**src/rtl/raid5_pkg.sv**
```systemverilog
package raid5_pkg;

  typedef enum logic [1:0] {
    PH_IDLE  = 2'd0,
    PH_ISSUE = 2'd1,
    PH_WAIT  = 2'd2
  } phase_e;

  // access step codes: bit 1 = write, bit 0 = parity column
  localparam logic [1:0] STEP_RD_DATA = 2'd0;
  localparam logic [1:0] STEP_RD_PAR  = 2'd1;
  localparam logic [1:0] STEP_WR_DATA = 2'd2;
  localparam logic [1:0] STEP_WR_PAR  = 2'd3;

  // parity moves one column left per stripe
  function automatic int parity_col_of(input int stripe, input int ncols);
    return ncols - 1 - (stripe % ncols);
  endfunction

  // data positions fill columns left to right, hopping over parity
  function automatic int data_col_of(input int pos, input int pcol);
    return (pos >= pcol) ? pos + 1 : pos;
  endfunction

endpackage

```
**src/rtl/stripe_mapper.sv**
```systemverilog
module stripe_mapper #(
  parameter int NUM_COLS = 5,
  parameter int LBN_W    = 16,
  localparam int DPS      = NUM_COLS - 1,
  localparam int POS_W    = $clog2(DPS),
  localparam int COL_W    = $clog2(NUM_COLS),
  localparam int STRIPE_W = LBN_W - POS_W
) (
  input  logic [LBN_W-1:0]    lbn,
  output logic [STRIPE_W-1:0] stripe,
  output logic [COL_W-1:0]    data_col,
  output logic [COL_W-1:0]    par_col
);
  import raid5_pkg::*;

  logic [POS_W-1:0] pos;

  always_comb begin
    stripe   = STRIPE_W'(lbn / DPS);
    pos      = POS_W'(lbn % DPS);
    par_col  = COL_W'(parity_col_of(int'(stripe), NUM_COLS));
    data_col = COL_W'(data_col_of(int'(pos), int'(par_col)));
  end

endmodule

```
**src/rtl/rmw_sequencer.sv**
```systemverilog
module rmw_sequencer (
  input  logic       clk,
  input  logic       rst_n,
  input  logic       host_valid,
  input  logic       acc_done,
  output logic       idle,
  output logic       accept_evt,
  output logic       issue_evt,
  output logic       done_evt,
  output logic [1:0] step,
  output logic       finish_pulse
);
  import raid5_pkg::*;

  phase_e     phase_q;
  logic [1:0] step_q;
  logic       finish_q;

  assign idle       = (phase_q == PH_IDLE);
  assign accept_evt = idle && host_valid;
  assign issue_evt  = (phase_q == PH_ISSUE);
  assign done_evt   = (phase_q == PH_WAIT) && acc_done;
  assign step       = step_q;
  assign finish_pulse = finish_q;

  always_ff @(posedge clk or negedge rst_n) begin
    if (!rst_n) begin
      phase_q  <= PH_IDLE;
      step_q   <= STEP_RD_DATA;
      finish_q <= 1'b0;
    end else begin
      finish_q <= 1'b0;
      unique case (phase_q)
        PH_IDLE: begin
          if (host_valid) begin
            step_q  <= STEP_RD_DATA;
            phase_q <= PH_ISSUE;
          end
        end
        PH_ISSUE: phase_q <= PH_WAIT;
        PH_WAIT: begin
          if (acc_done) begin
            if (step_q == STEP_WR_PAR) begin
              phase_q  <= PH_IDLE;
              finish_q <= 1'b1;
            end else begin
              step_q  <= step_q + 2'd1;
              phase_q <= PH_ISSUE;
            end
          end
        end
        default: phase_q <= PH_IDLE;
      endcase
    end
  end

endmodule

```
**src/rtl/parity_accum.sv**
```systemverilog
module parity_accum #(
  parameter int DATA_W = 32
) (
  input  logic              clk,
  input  logic              rst_n,
  input  logic              load,
  input  logic [DATA_W-1:0] new_in,
  input  logic              fold,
  input  logic [DATA_W-1:0] rd_in,
  output logic [DATA_W-1:0] new_q,
  output logic [DATA_W-1:0] acc_q
);

  function automatic logic [DATA_W-1:0] fold_word(input logic [DATA_W-1:0] a,
                                                  input logic [DATA_W-1:0] b);
    return a ^ b;
  endfunction

  // acc starts as new data, then absorbs old data and old parity
  always_ff @(posedge clk or negedge rst_n) begin
    if (!rst_n) begin
      new_q <= '0;
      acc_q <= '0;
    end else if (load) begin
      new_q <= new_in;
      acc_q <= new_in;
    end else if (fold) begin
      acc_q <= fold_word(acc_q, rd_in);
    end
  end

endmodule

```
**src/rtl/parity_rmw_engine.sv**
```systemverilog
module parity_rmw_engine #(
  parameter int NUM_COLS = 5,
  parameter int DATA_W   = 32,
  parameter int LBN_W    = 16,
  localparam int DPS      = NUM_COLS - 1,
  localparam int POS_W    = $clog2(DPS),
  localparam int COL_W    = $clog2(NUM_COLS),
  localparam int STRIPE_W = LBN_W - POS_W
) (
  input  logic                clk,
  input  logic                rst_n,
  input  logic                wr_valid,
  output logic                wr_ready,
  input  logic [LBN_W-1:0]    wr_lbn,
  input  logic [DATA_W-1:0]   wr_data,
  output logic                wr_done,
  output logic                dk_req,
  output logic                dk_write,
  output logic [COL_W-1:0]    dk_col,
  output logic [STRIPE_W-1:0] dk_stripe,
  output logic [DATA_W-1:0]   dk_wdata,
  input  logic [DATA_W-1:0]   dk_rdata,
  input  logic                dk_done
);

  logic                idle;
  logic                accept_evt;
  logic                issue_evt;
  logic                done_evt;
  logic [1:0]          step;
  logic                fold_evt;
  logic [LBN_W-1:0]    lbn_q;
  logic [STRIPE_W-1:0] map_stripe;
  logic [COL_W-1:0]    map_dcol;
  logic [COL_W-1:0]    map_pcol;
  logic [DATA_W-1:0]   new_q;
  logic [DATA_W-1:0]   acc_q;

  rmw_sequencer u_seq (
    .clk          (clk),
    .rst_n        (rst_n),
    .host_valid   (wr_valid),
    .acc_done     (dk_done),
    .idle         (idle),
    .accept_evt   (accept_evt),
    .issue_evt    (issue_evt),
    .done_evt     (done_evt),
    .step         (step),
    .finish_pulse (wr_done)
  );

  always_ff @(posedge clk or negedge rst_n) begin
    if (!rst_n)          lbn_q <= '0;
    else if (accept_evt) lbn_q <= wr_lbn;
  end

  stripe_mapper #(
    .NUM_COLS (NUM_COLS),
    .LBN_W    (LBN_W)
  ) u_map (
    .lbn      (lbn_q),
    .stripe   (map_stripe),
    .data_col (map_dcol),
    .par_col  (map_pcol)
  );

  // old data and old parity are both folded in (read steps only)
  assign fold_evt = done_evt && !step[1];

  parity_accum #(
    .DATA_W (DATA_W)
  ) u_acc (
    .clk    (clk),
    .rst_n  (rst_n),
    .load   (accept_evt),
    .new_in (wr_data),
    .fold   (fold_evt),
    .rd_in  (dk_rdata),
    .new_q  (new_q),
    .acc_q  (acc_q)
  );

  assign wr_ready  = idle;
  assign dk_req    = issue_evt;
  assign dk_write  = step[1];
  assign dk_col    = step[0] ? map_pcol : map_dcol;
  assign dk_stripe = map_stripe;
  assign dk_wdata  = !step[1] ? '0 : (step[0] ? acc_q : new_q);

endmodule

```
**config.mk**
```make
export PLATFORM = sky130hd
export DESIGN_NAME = parity_rmw_engine
export DESIGN_NICKNAME = d
export VERILOG_FILES = /design/src/rtl/raid5_pkg.sv /design/src/rtl/stripe_mapper.sv /design/src/rtl/rmw_sequencer.sv /design/src/rtl/parity_accum.sv /design/src/rtl/parity_rmw_engine.sv
export SDC_FILE = /design/constraint.sdc
export NUM_CORES = 1
export LEC_CHECK = 0
export ABC_AREA = 1
export BUFFER_PORTS_ARGS = -buffer_cell sky130_fd_sc_hd__buf_2
export CORE_MARGIN = 2
export CORE_UTILIZATION = 50
export DETAILED_ROUTE_END_ITERATION = 7
export PLACE_DENSITY = 0.76
export RECOVER_POWER = 50
export REMOVE_ABC_BUFFERS = 1
export SLEW_MARGIN = 25
export SYNTH_ARGS = -nofsm -noshare
export SYNTH_HDL_FRONTEND = slang
export SYNTH_SLANG_ARGS = --single-unit
```
**constraint.sdc**
```tcl
create_clock -name clk -period 26.1 [get_ports clk]
set_input_delay 3.915 -clock clk [delete_from_list [all_inputs] [get_ports clk]]
set_output_delay 3.915 -clock clk [all_outputs]
set_load 0.1 [all_outputs]
```
Word level (Yosys, flattened, before mapping) --
Index checks and enable logic that the tools add are counted.
Storage, ports and cells: bits in registers 85, bits in latches 0, memory bits (writable) 0, memory bits (read-only) 0, output and inout port bits 53, word-level logic and storage cells 44, memories kept 0
Cells by class: add/sub/neg operators 3, multiply operators 0, divide/modulo/power cells 1, order comparisons 1, equality and inequality tests 6, shifts and indexed selects 0, muxes and demuxes 17, bitwise operators 1, reductions and logical operators 9
Operators by type and width (count):
- $mux W32 | 4
- $mod A15 B4 Y32 const B | 1
- $xor A32 B32 Y32 | 1
- $mux W2 | 5
- $mux W3 | 2
- $ne A2 B2 Y1 const B | 3
- $pmux W2 S3 | 1
- $eq A2 B2 Y1 const B | 2
- $mux W1 | 4
- $pmux W2 S2 | 1
- $reduce_and A4 Y1 | 1
- $reduce_bool A2 Y1 | 2
- $add A2 B1 Y3 const B | 1
- $ge A2 B3 Y1 | 1
- $logic_and A1 B1 Y1 | 3
- $sub A3 B3 Y3 const A | 1
- $add A2 B1 Y2 const B | 1
- $eq A2 B1 Y1 const B | 1
- $logic_not A2 Y1 | 1
- $reduce_and A2 Y1 | 1
- $logic_not A1 Y1 | 1

Longest topological paths before layout --
Gate-level depths: netlist of run 1.
word-level depth 5, gate-level depth with buffers 83

Hierarchy --
From an unflattened synthesis of run 1, not the netlist that was laid out.
Second synthesis, totals: cell total of the unflattened synthesis 1427, area total of the unflattened synthesis 8997.4 µm²
By module, submodules not included:
- stripe_mapper | times used 1, cells each 681, area an instance 3980.1 µm²
- parity_accum | times used 1, cells each 464, area an instance 3325.7 µm²
- parity_rmw_engine | times used 1, cells each 250, area an instance 1428.9 µm²
- rmw_sequencer | times used 1, cells each 32, area an instance 262.8 µm²

Worst setup path before layout of run 1 --
No wires, ideal clock.
kind flip-flop to output port, start point reg lbn_q[13], end point out dk_col[2], arrival time 9.743 ns, data required time 22.185 ns, setup slack 12.442 ns, cell stages (with the launch flop) 71, path through dfrtp_1 nor2_2 inv_1 ha_1 o21bai_4 nand2_2 nor2_4 nand2_1 nand2_1 nand2_2 nor2_4 nand3_4 nand2_1 nand2_2 nor2_4 nand3_4 nand2_1 nand2_1 [... 35 more ...] nor2_8 nand3_4 buf_6 xor2_1 ha_1 nand3b_1 nand4_1 nor2_2 nand3_1 nand2_2 inv_2 nand3_1 nand2_1 ha_1 o21ai_0 nand2_1 nand3_2 o21ai_1
Between the ends: word-level cells in the longest chain between the ends 5
RTL lines:
- start, declared | RTL line parity_rmw_engine.sv:32 | logic [LBN_W-1:0] lbn_q;
- start signal, assigned | RTL line parity_rmw_engine.sv:54 | else if (accept_evt) lbn_q <= wr_lbn;
- $mod A15 B4 Y32 (*) | RTL line raid5_pkg.sv:17 | return ncols - 1 - (stripe % ncols);
- $sub A3 B3 Y3 (*) | RTL line raid5_pkg.sv:17
- $ge A2 B3 Y1 | RTL line raid5_pkg.sv:22 | return (pos >= pcol) ? pos + 1 : pos;
- $mux W3 | RTL line raid5_pkg.sv:22
- $mux W3 (*) | RTL line parity_rmw_engine.sv:86 | assign dk_col = step[0] ? map_pcol : map_dcol;
- end, declared | RTL line parity_rmw_engine.sv:19 | output logic [COL_W-1:0] dk_col,
Mark *: on every way between the ends. The rest lies on a longest branch, timed or not.

Worst setup path after layout of run 1 --
start point reg lbn_q[13], end point out dk_col[1]
Same word-level chain as after synthesis.

==> flow_summary.ini, run 1 <==
[yosys]
synthMuxAreaShare_pct = 0
ys_seq_elements = 85
yosys.area_share.xor_xnor_pct = 5.677
async_flop_share_pct = 100.0
synth_top_family_by_area = simple AND/OR/NAND/NOR gates
ys_warn_count = 0
yosysTopAreaCellShare_pct = 26.09
synthFlopType = dfrtp_1
synth_common_cells = 374 x nand2_1, 134 x inv_1, 110 x nand3_1, 97 x nor2_1, 91 x o21ai_0
synth_edf_count = 0
synth_top_area_cell = dfrtp_1
synth.area.top_cells = dfrtp_1 26%, nand2_1 17%, nand3_1 6.8%
synth.cell_area_um2 = 8154
synth_cells = 1272
synth-seq-area-share_pct = 26.09
yosys.area_share.simple_pct = 43.13
synth-adder-area-share_pct = 1.381
synthDistinctLibCells = 43
synth_compound_area_share_pct = 12.51
avgSynthCellArea_um2 = 6.410
synth_most_common_cell = nand2_1

[timing]
hold_viol = 0
period_needed_ns = 15.19
setup_tns_ns = 0
setup_violations = 0
fmaxAchievable_mhz = 65.83
finalCritPeriodShare_pct = 58.20
final_max_slew_viol_count = 220
hold_ws_ns = 0.4726
finalClockSkew_ns = 0.005848
tightest_slew_ns = 3.540
rsz0062_at_grt = no
maxSlewHeadroom_pct = -136.0

[clock_tree]
clk_latency_ns = 0.33
cts_buffers = 9
clock_sinks = 85
clock_path_buffers = 2
hold_buffers = 0
cts_tree = done
cts.clk_slew.worst_paths_ns = 0.06
cts-root-buf = clkbuf_16
cts_resized = 0
cts_setup_buffers = 0
htreeDepth = 3

[worst_setup_path]
end_kind = primary output
startpoint = lbn_q[13]
cp_slowest_cell = dfrtp_1
worst-path-stages = 73
critPathTopFamily = simple AND/OR/NAND/NOR gates
critPathRequiredTime_ns = 22.18
cp.arrival_ns = 11.28
reg2reg_from = u_seq.phase_q[1]
critPathMaxStageDelay_ns = 0.42
cp-start-kind = register
r2r_cells = 9
criticalPathCategory = register to primary output
reg2reg_slack_ns = 20.86
r2r-end = u_acc.acc_q[5]
cp_common_cell = nand2_1
cp_num_buf_inv = 7
crit_fanout = 25
crit_end = dk_col[1]

[layout]
syn2layout_area_growth_pct = 11.94
fin_util_pct = 57.46
fillerInstances = 1620
drive_gt1_share_pct = 18.98
nets = 1463

[floorplanning]
num_rows = 46
die_w_um = 131.7
io_pins = 137
die_h_um = 131.7
dieArea_um2 = 17350
initial_core_util_pct = 51.33
fp.coreArea_um2 = 15890

[placement]
portBuffers = 136
gp_congestion = 0.8992
dp_hpwl_um = 15660

[grt]
antenna_found_initial = 2
grt_remaining_overflow = 0
grt_pass1_vias = 7940
grt_max_degree = 97
grt_first_pass_wirelength_um = 35690
track_usage_pct = 24.13

[detailed_routing]
route.detailed.drc = 0
avgRoutedWirePerCell_um = 12.99
met2_length_um = 9893
vias = 8248
viasPerCell = 5.178
ant_nets = 0
drt_pre_antenna_iters = 5
routed.top_layer = met4
wl_met1_um = 9292
wl_met3_um = 1185
drtIter0Drc = 518
routed_wl_um = 20690

[run_status]
status = complete, but fails checks
violations = capacitance limit, slew limit

[min_path]
hold_class = register to register

[job]
cap_violations = 4
## state kept, by name, indices dropped and copies added (netlist names)
register	cells
u_acc.acc_q	32
u_acc.new_q	32
lbn_q	16
u_seq.phase_q	2
u_seq.step	2
u_seq.finish_pulse	1
## cell families (layout without fill, tap and decap cells)
logic type | Yosys count | after routing
flops | 85 | 85
fa+ha+maj | 9 | 9
buf+inv | 212 | 315
simple gates | 723 | 723
other cells | 0 | 2
compound gates | 191 | 191
xor+xnor | 52 | 52
## cells in the final DEF, fill, tap and decap left out, types with 2 or more instances in the layout
| cell type | count |
|---|---|
| dfrtp_1 | 84 |
| a21oi_1 | 72 |
| xnor2_1 | 36 |
| nand2_2 | 30 |
| clkinv_1 | 2 |
| clkinv_2 | 3 |
| o21bai_1 | 5 |
| nand2_4 | 6 |
| nor2_2 | 15 |
| diode_2 | 2 |
| nand3_1 | 110 |
| o21ai_0 | 91 |
| nand4_4 | 4 |
| nand3_2 | 20 |
| nor2_1 | 97 |
| xor2_1 | 15 |
| a21oi_2 | 2 |
| inv_1 | 135 |
| clkbuf_8 | 2 |
| nand3_4 | 5 |
| nand2_1 | 374 |
| nor2_4 | 11 |
| clkbuf_16 | 9 |
| o211ai_1 | 4 |
| nor3_1 | 3 |
| o21ai_1 | 10 |
| nand4_1 | 32 |
| buf_4 | 5 |
| clkbuf_1 | 20 |
| nand3b_1 | 11 |
| buf_2 | 119 |
| ha_1 | 9 |
| inv_2 | 17 |
## worst reg2reg max path: stages, from the launching register on
cell      delay (ns)
dfrtp_1         0.40
nor2_1          0.16
nand2_1         0.06
clkbuf_1        0.67
inv_1           0.36
clkbuf_1        2.50
nand2_1         0.57
o21ai_0         0.24
nor2_1          0.07
a21oi_1         0.12
## per-stage QoR
step / std cells / cell area [um^2] / worst slack, ns
2_1_floorplan: 1215 / 7823 / 9.837
5_1_grt: 1593 / 9128 / 9.614
4_1_cts: 1591 / 9158 / 10.96
3_5_place_dp: 1575 / 8848 / 11.35
3_3_place_gp: 1575 / 8848 / 11.83
6_report: 1593 / 9128 / 10.91
## metal layers
metal / global-route usage, % / up-vias
met5: 0 / -
met4: 7.246 / 0
met1: 30.81 / 3746
met3: 4.282 / 23
li1: - / 4278
met2: 41.74 / 201
## how the worst min path moves through the flow
| stage | slack (ns) | cells past startpoint | end | from |
|---|---|---|---|---|
| final | 0.47 | 2 | u_acc.new_q[10] | u_acc.new_q[10] |
| after floorplan | 0.44 | 2 | u_acc.new_q[0] | u_acc.new_q[0] |
| after global routing | 0.49 | 2 | u_acc.new_q[31] | u_acc.new_q[31] |
| after detailed placement | 0.46 | 2 | u_acc.new_q[12] | u_acc.new_q[12] |
| after CTS | 0.48 | 2 | u_acc.new_q[15] | u_acc.new_q[15] |
| after global placement | 0.46 | 2 | u_acc.new_q[14] | u_acc.new_q[14] |
## area by class of cell
type | instances | area, um^2 | area share [%]
clock buffer | 11 | 252.7 | 2.769
inverter | 155 | 583.1 | 6.388
timing repair buffer | 144 | 708.2 | 7.759
multi-input combinational | 975 | 5124 | 56.13
sequential | 85 | 2128 | 23.32
tap | 216 | 270.3 | 2.961
clock inverter | 5 | 56.30 | 0.6169
antenna | 2 | 5.005 | 0.05483
Power of run 1 is left out: the tool's default activity adds up to more than one toggle a clock period on the data nets, which glitch-free logic cannot reach.
==> run 2, diff against run 1 <==
Settings changed: ABC_AREA 1 to 0.
Clock period 26.1 ns to 15.25 ns, I/O delays scaled along.
==> run 2 against run 1 <==
  * The flow still finishes with violations (capacitance limit, slew limit)
  * Clock skew grew 0.0038 ns
  * Non-clock buffer count shrank 4
  * Wire length grew 6.5%
  * Cell count shrank 17%
  * Critical endpoint unchanged
  * Global-route usage grew 1.3 points
  * Largest cell class unchanged
==> flow_summary.ini, run 2 <==
[timing]
maxSlewHeadroom_pct = -201.3
fmaxAchievable_mhz = 69.93
finalClockSkew_ns = 0.009661
period_needed_ns = 14.30
hold_ws_ns = 0.4741
setup_violations = 0
finalCritPeriodShare_pct = 93.77
final_max_slew_viol_count = 177
rsz0062_at_grt = no
tightest_slew_ns = 4.520
setup_tns_ns = 0
hold_viol = 0

[yosys]
synth-seq-area-share_pct = 26.25
synth_common_cells = 213 x nand2_1, 85 x dfrtp_1, 66 x o21ai_0, 45 x nor2_1, 42 x a21oi_1
synth_top_area_cell = dfrtp_1
synth.cell_area_um2 = 8102
ys_warn_count = 0
synth_most_common_cell = nand2_1
synthDistinctLibCells = 115
synthFlopType = dfrtp_1
yosysTopAreaCellShare_pct = 26.25
synth_edf_count = 0
avgSynthCellArea_um2 = 7.943
synth_cells = 1020
ys_seq_elements = 85
synth.area.top_cells = dfrtp_1 26%, nand2_1 9.9%, mux2i_1 4.8%
async_flop_share_pct = 100.0

[detailed_routing]
routed_wl_um = 22050
route.detailed.drc = 0
ant_nets = 0
drt_pre_antenna_iters = 7
avgRoutedWirePerCell_um = 16.65
viasPerCell = 6.008
vias = 7955
drtIter0Drc = 625

[worst_setup_path]
cp-start-kind = register
critPathTopFamily = simple AND/OR/NAND/NOR gates
cp.arrival_ns = 12.01
critPathMaxStageDelay_ns = 0.75
criticalPathCategory = register to primary output
crit_fanout = 18
cp_num_buf_inv = 4
cp_slowest_cell = o311ai_1
critPathRequiredTime_ns = 12.96
cp_common_cell = ha_1
end_kind = primary output

[layout]
seq_area_um2 = 2131
most-common-layout-cells = 213 x nand2_1, 134 x buf_2, 84 x dfrtp_1, 66 x o21ai_0, 44 x nor2_1
final_common_cell = nand2_1
top_regs = u_acc.acc_q x32, u_acc.new_q x32, lbn_q x16
nets = 1194
fin_util_pct = 56.72
drive_gt1_share_pct = 20.52
fillerInstances = 1481
syn2layout_area_growth_pct = 11.21
multi_input_area_um2 = 5515
final_area_um2 = 9010

[clock_tree]
cts_resized = 0
clock_sinks = 85
clk_latency_ns = 0.34
cts_buffers = 9
cts-root-buf = clkbuf_16
cts.clk_slew.worst_paths_ns = 0.06
clock_path_buffers = 2
htreeDepth = 3
cts_setup_buffers = 0
cts_tree = done
hold_buffers = 0

[job]
cap_violations = 2

[grt]
grt_pass1_vias = 7498
grt_first_pass_wirelength_um = 36770
track_usage_pct = 25.39
grt_remaining_overflow = 0
grt_max_degree = 91
antenna_found_initial = 2

[floorplanning]
fp.coreArea_um2 = 15890
initial_core_util_pct = 51.00
die_h_um = 131.3
num_rows = 46
dieArea_um2 = 17240
die_w_um = 131.3
io_pins = 137

[min_path]
hold_class = register to register

[placement]
portBuffers = 136
dp_hpwl_um = 15770
gp_congestion = 0.9230
placed_area_um2 = 8672

[run_status]
status = complete, but fails checks
violations = capacitance limit, slew limit
[run 2: cell count changes in the layout (fill, tap and decap cells not counted), moves of 21 or more]
| cell | delta |
|---|---|
| inv_1 | -120 |
| a21oi_1 | -31 |
| nor2b_1 | +41 |
| nand3_1 | -76 |
| nand2_2 | -30 |
| xnor2_1 | -22 |
| mux2i_1 | +39 |
| nand2_1 | -161 |
| o21ai_0 | -25 |
| xor2_1 | +21 |
| nor2_1 | -53 |
[run 2: cells by family after synthesis]
family | after synthesis | synth area share [%]
AND/OR/NAND/NOR | 475 | 30.69
AO/OA/AOI/OAI | 264 | 23.75
buffers and inverters | 88 | 6.131
XOR/XNOR | 53 | 6.008
adder cells (fa/ha/maj) | 13 | 1.884
flip-flops | 85 | 26.25
multiplexers | 42 | 5.282
[run 2: worst min-delay path: cells and delay by family, from the launching register on]
family,cells,cell delay (ns)
DFF,1,0.34
and+or+nand+nor,2,0.11
[run 2: layout make-up]
cell class	instances	share of cell area [%]
multi-input combinational	847	61.21
clock buffer	9	2.500
inverter	18	0.7499
timing repair buffer	140	7.818
tap	216	3.000
antenna	2	0.05555
clock inverter	7	1.014
sequential	85	23.65
[run 2: metrics by stage]
stage | instances | worst slack (ns)
finish | 1324 | 0.9507
global route | 1323 | 0.005120
CTS | 1322 | 0.8893
detailed placement | 1306 | 1.274
global placement | 1306 | 1.685
floorplan | 950 | 0.9990
[run 2: path summary, 6_finish.rpt]
path / end / slack [ns] / depth (start not counted) / from
min: u_acc.new_q[27] / 0.47 / 2 / u_acc.new_q[27]
max: dk_col[1] / 0.95 / 42 / lbn_q[14]
min reg2reg: u_acc.new_q[27] / 0.47 / 2 / u_acc.new_q[27]
max in group asynchronous: u_seq.step[0] / 8.53 / 1 / rst_n
max reg2reg: u_seq.step[0] / 11.15 / 5 / u_seq.phase_q[1]
min in group asynchronous: u_acc.acc_q[1] / 3.53 / 1 / rst_n
[run 2: per-layer routing]
layer,track usage (%),vias to the layer above,wire (um)
met3,5.478,50,1656
met5,0,-,0
li1,-,3862,-
met2,40.88,324,9986
met1,33.24,3719,9704
met4,10.33,0,701
Power of run 2 is left out for the same reason.
==> run 3, diff against run 2 <==
Clock period 15.25 ns to 18.3 ns, I/O delays scaled along.
==> run 3 against run 2 <==
  * The flow still finishes with violations (capacitance limit, slew limit)
  * Critical path depth is the same
  * Non-clock buffer count is the same
  * Cell count is the same
  * Sequential share of layout area grew 0.072 points
  * Global-route usage shrank 0.28 points
  * Wire length shrank 1.2%
  * Core utilization shrank 0.17 points
  * Final area shrank 0.31%
  * Largest cell class unchanged
==> flow_summary.ini, run 3 (synthesis gave the netlist of run 2 again) <==
[worst_setup_path]
cp-start-kind = register
criticalPathCategory = register to primary output
critPathRequiredTime_ns = 15.55
cp_slowest_cell = a21oi_1
critPathMaxStageDelay_ns = 0.71
end_kind = primary output
cp_common_cell = ha_1
crit_fanout = 18
cp.arrival_ns = 12.30

[layout]
final_common_cell = nand2_1
most-common-layout-cells = 213 x nand2_1, 134 x buf_2, 84 x dfrtp_1, 66 x o21ai_0, 44 x nor2_1
syn2layout_area_growth_pct = 10.87
nets = 1194
fillerInstances = 1518
fin_util_pct = 56.55
drive_gt1_share_pct = 20.25
top_regs = u_acc.acc_q x32, u_acc.new_q x32, lbn_q x16

[placement]
dp_hpwl_um = 15770
gp_congestion = 0.9214
dp_slack_ns = 3.860
portBuffers = 136

[clock_tree]
cts_setup_buffers = 0
cts_buffers = 9
clock_sinks = 85
clock_path_buffers = 2
cts_resized = 0
clk_latency_ns = 0.34
hold_buffers = 0
htreeDepth = 3
cts-root-buf = clkbuf_16
cts.clk_slew.worst_paths_ns = 0.07
cts_tree = done

[grt]
met3_usage_pct = 5.015
met1_usage_pct = 33.83
grt_max_degree = 91
grt_pass1_vias = 7431
grt_busiest_layer = met2
use_met2_pct = 39.80
grt_remaining_overflow = 0
antenna_found_initial = 2
track_usage_pct = 25.11
grt_first_pass_wirelength_um = 36690

[floorplanning]
initial_core_util_pct = 51.00
fp.coreArea_um2 = 15890
num_rows = 46
io_pins = 137
die_h_um = 131.3
die_w_um = 131.3
dieArea_um2 = 17240

[detailed_routing]
vias = 7950
ant_nets = 0
drtIter0Drc = 733
avgRoutedWirePerCell_um = 16.46
viasPerCell = 6.005
drt_pre_antenna_iters = 5
routed_wl_um = 21790
route.detailed.drc = 0

[timing]
finalCritPeriodShare_pct = 82.21
hold_viol = 0
final_max_slew_viol_count = 177
tightest_slew_ns = 4.508
rsz0062_at_grt = no
setup_violations = 0
finalClockSkew_ns = 0.008985
setup_tns_ns = 0
timing.final.ws_setup_ns = 3.255
fmaxAchievable_mhz = 66.47
maxSlewHeadroom_pct = -200.5
period_needed_ns = 15.05

[run_status]
violations = capacitance limit, slew limit
status = complete, but fails checks

[job]
cap_violations = 2

[min_path]
hold_class = register to register
[run 3: worst max-delay path, delay by kind of cell (launching register included)]
| family | cells | cell delay (ns) |
|---|---|---|
| AOI/OAI and AO/OA | 16 | 4.11 |
| xor gates and xnor gates | 3 | 0.61 |
| adders and majority gates | 4 | 1.19 |
| buffers and inverters | 4 | 0.67 |
| DFF | 1 | 0.58 |
| muxes | 1 | 0.31 |
| and+or+nand+nor | 14 | 4.46 |
[run 3: metrics by stage]
step	cell area (um^2)	hold WS, ns	instances
global placement	8666	0.4569	1306
finish	8982	0.4738	1324
detailed placement	8672	0.4611	1306
CTS	8990	0.4776	1322
floorplan	7672	0.4451	950
global route	8980	0.5016	1323
[run 3: worst paths after layout]
| path | startpoint | endpoint | slack (ns) | cells after the start |
|---|---|---|---|---|
| max | lbn_q[14] | dk_col[1] | 3.25 | 42 |
| min | u_acc.new_q[4] | u_acc.new_q[4] | 0.47 | 2 |
| max reg2reg | u_seq.phase_q[1] | u_seq.step[0] | 14.29 | 5 |
| min reg2reg | u_acc.new_q[4] | u_acc.new_q[4] | 0.47 | 2 |
| max in group asynchronous | rst_n | u_seq.step[0] | 11.12 | 1 |
| min in group asynchronous | rst_n | u_acc.acc_q[1] | 4.01 | 1 |
[run 3: per-layer routing]
metal	wire length, um	share of wire, %	vias to the layer above
li1	-	-	3859
met2	9868	45	307
met4	699	3.2	0
met1	9591	44	3741
met5	0	0	-
met3	1630	7.5	43
[run 3: cell type report]
cell class              instances  area, um^2  share of cell area, %
diodes                          2       5.005                0.05572
clock buffers                   9       225.2                  2.507
clock inverters                 7       92.59                  1.031
inverters                      18       67.56                 0.7522
multi-input cells             847        5487                  61.08
flip-flops and latches         85        2131                  23.72
well taps                     216       270.3                  3.009
repair buffers                140       704.4                  7.842
Power of run 3 is left out for the same reason.
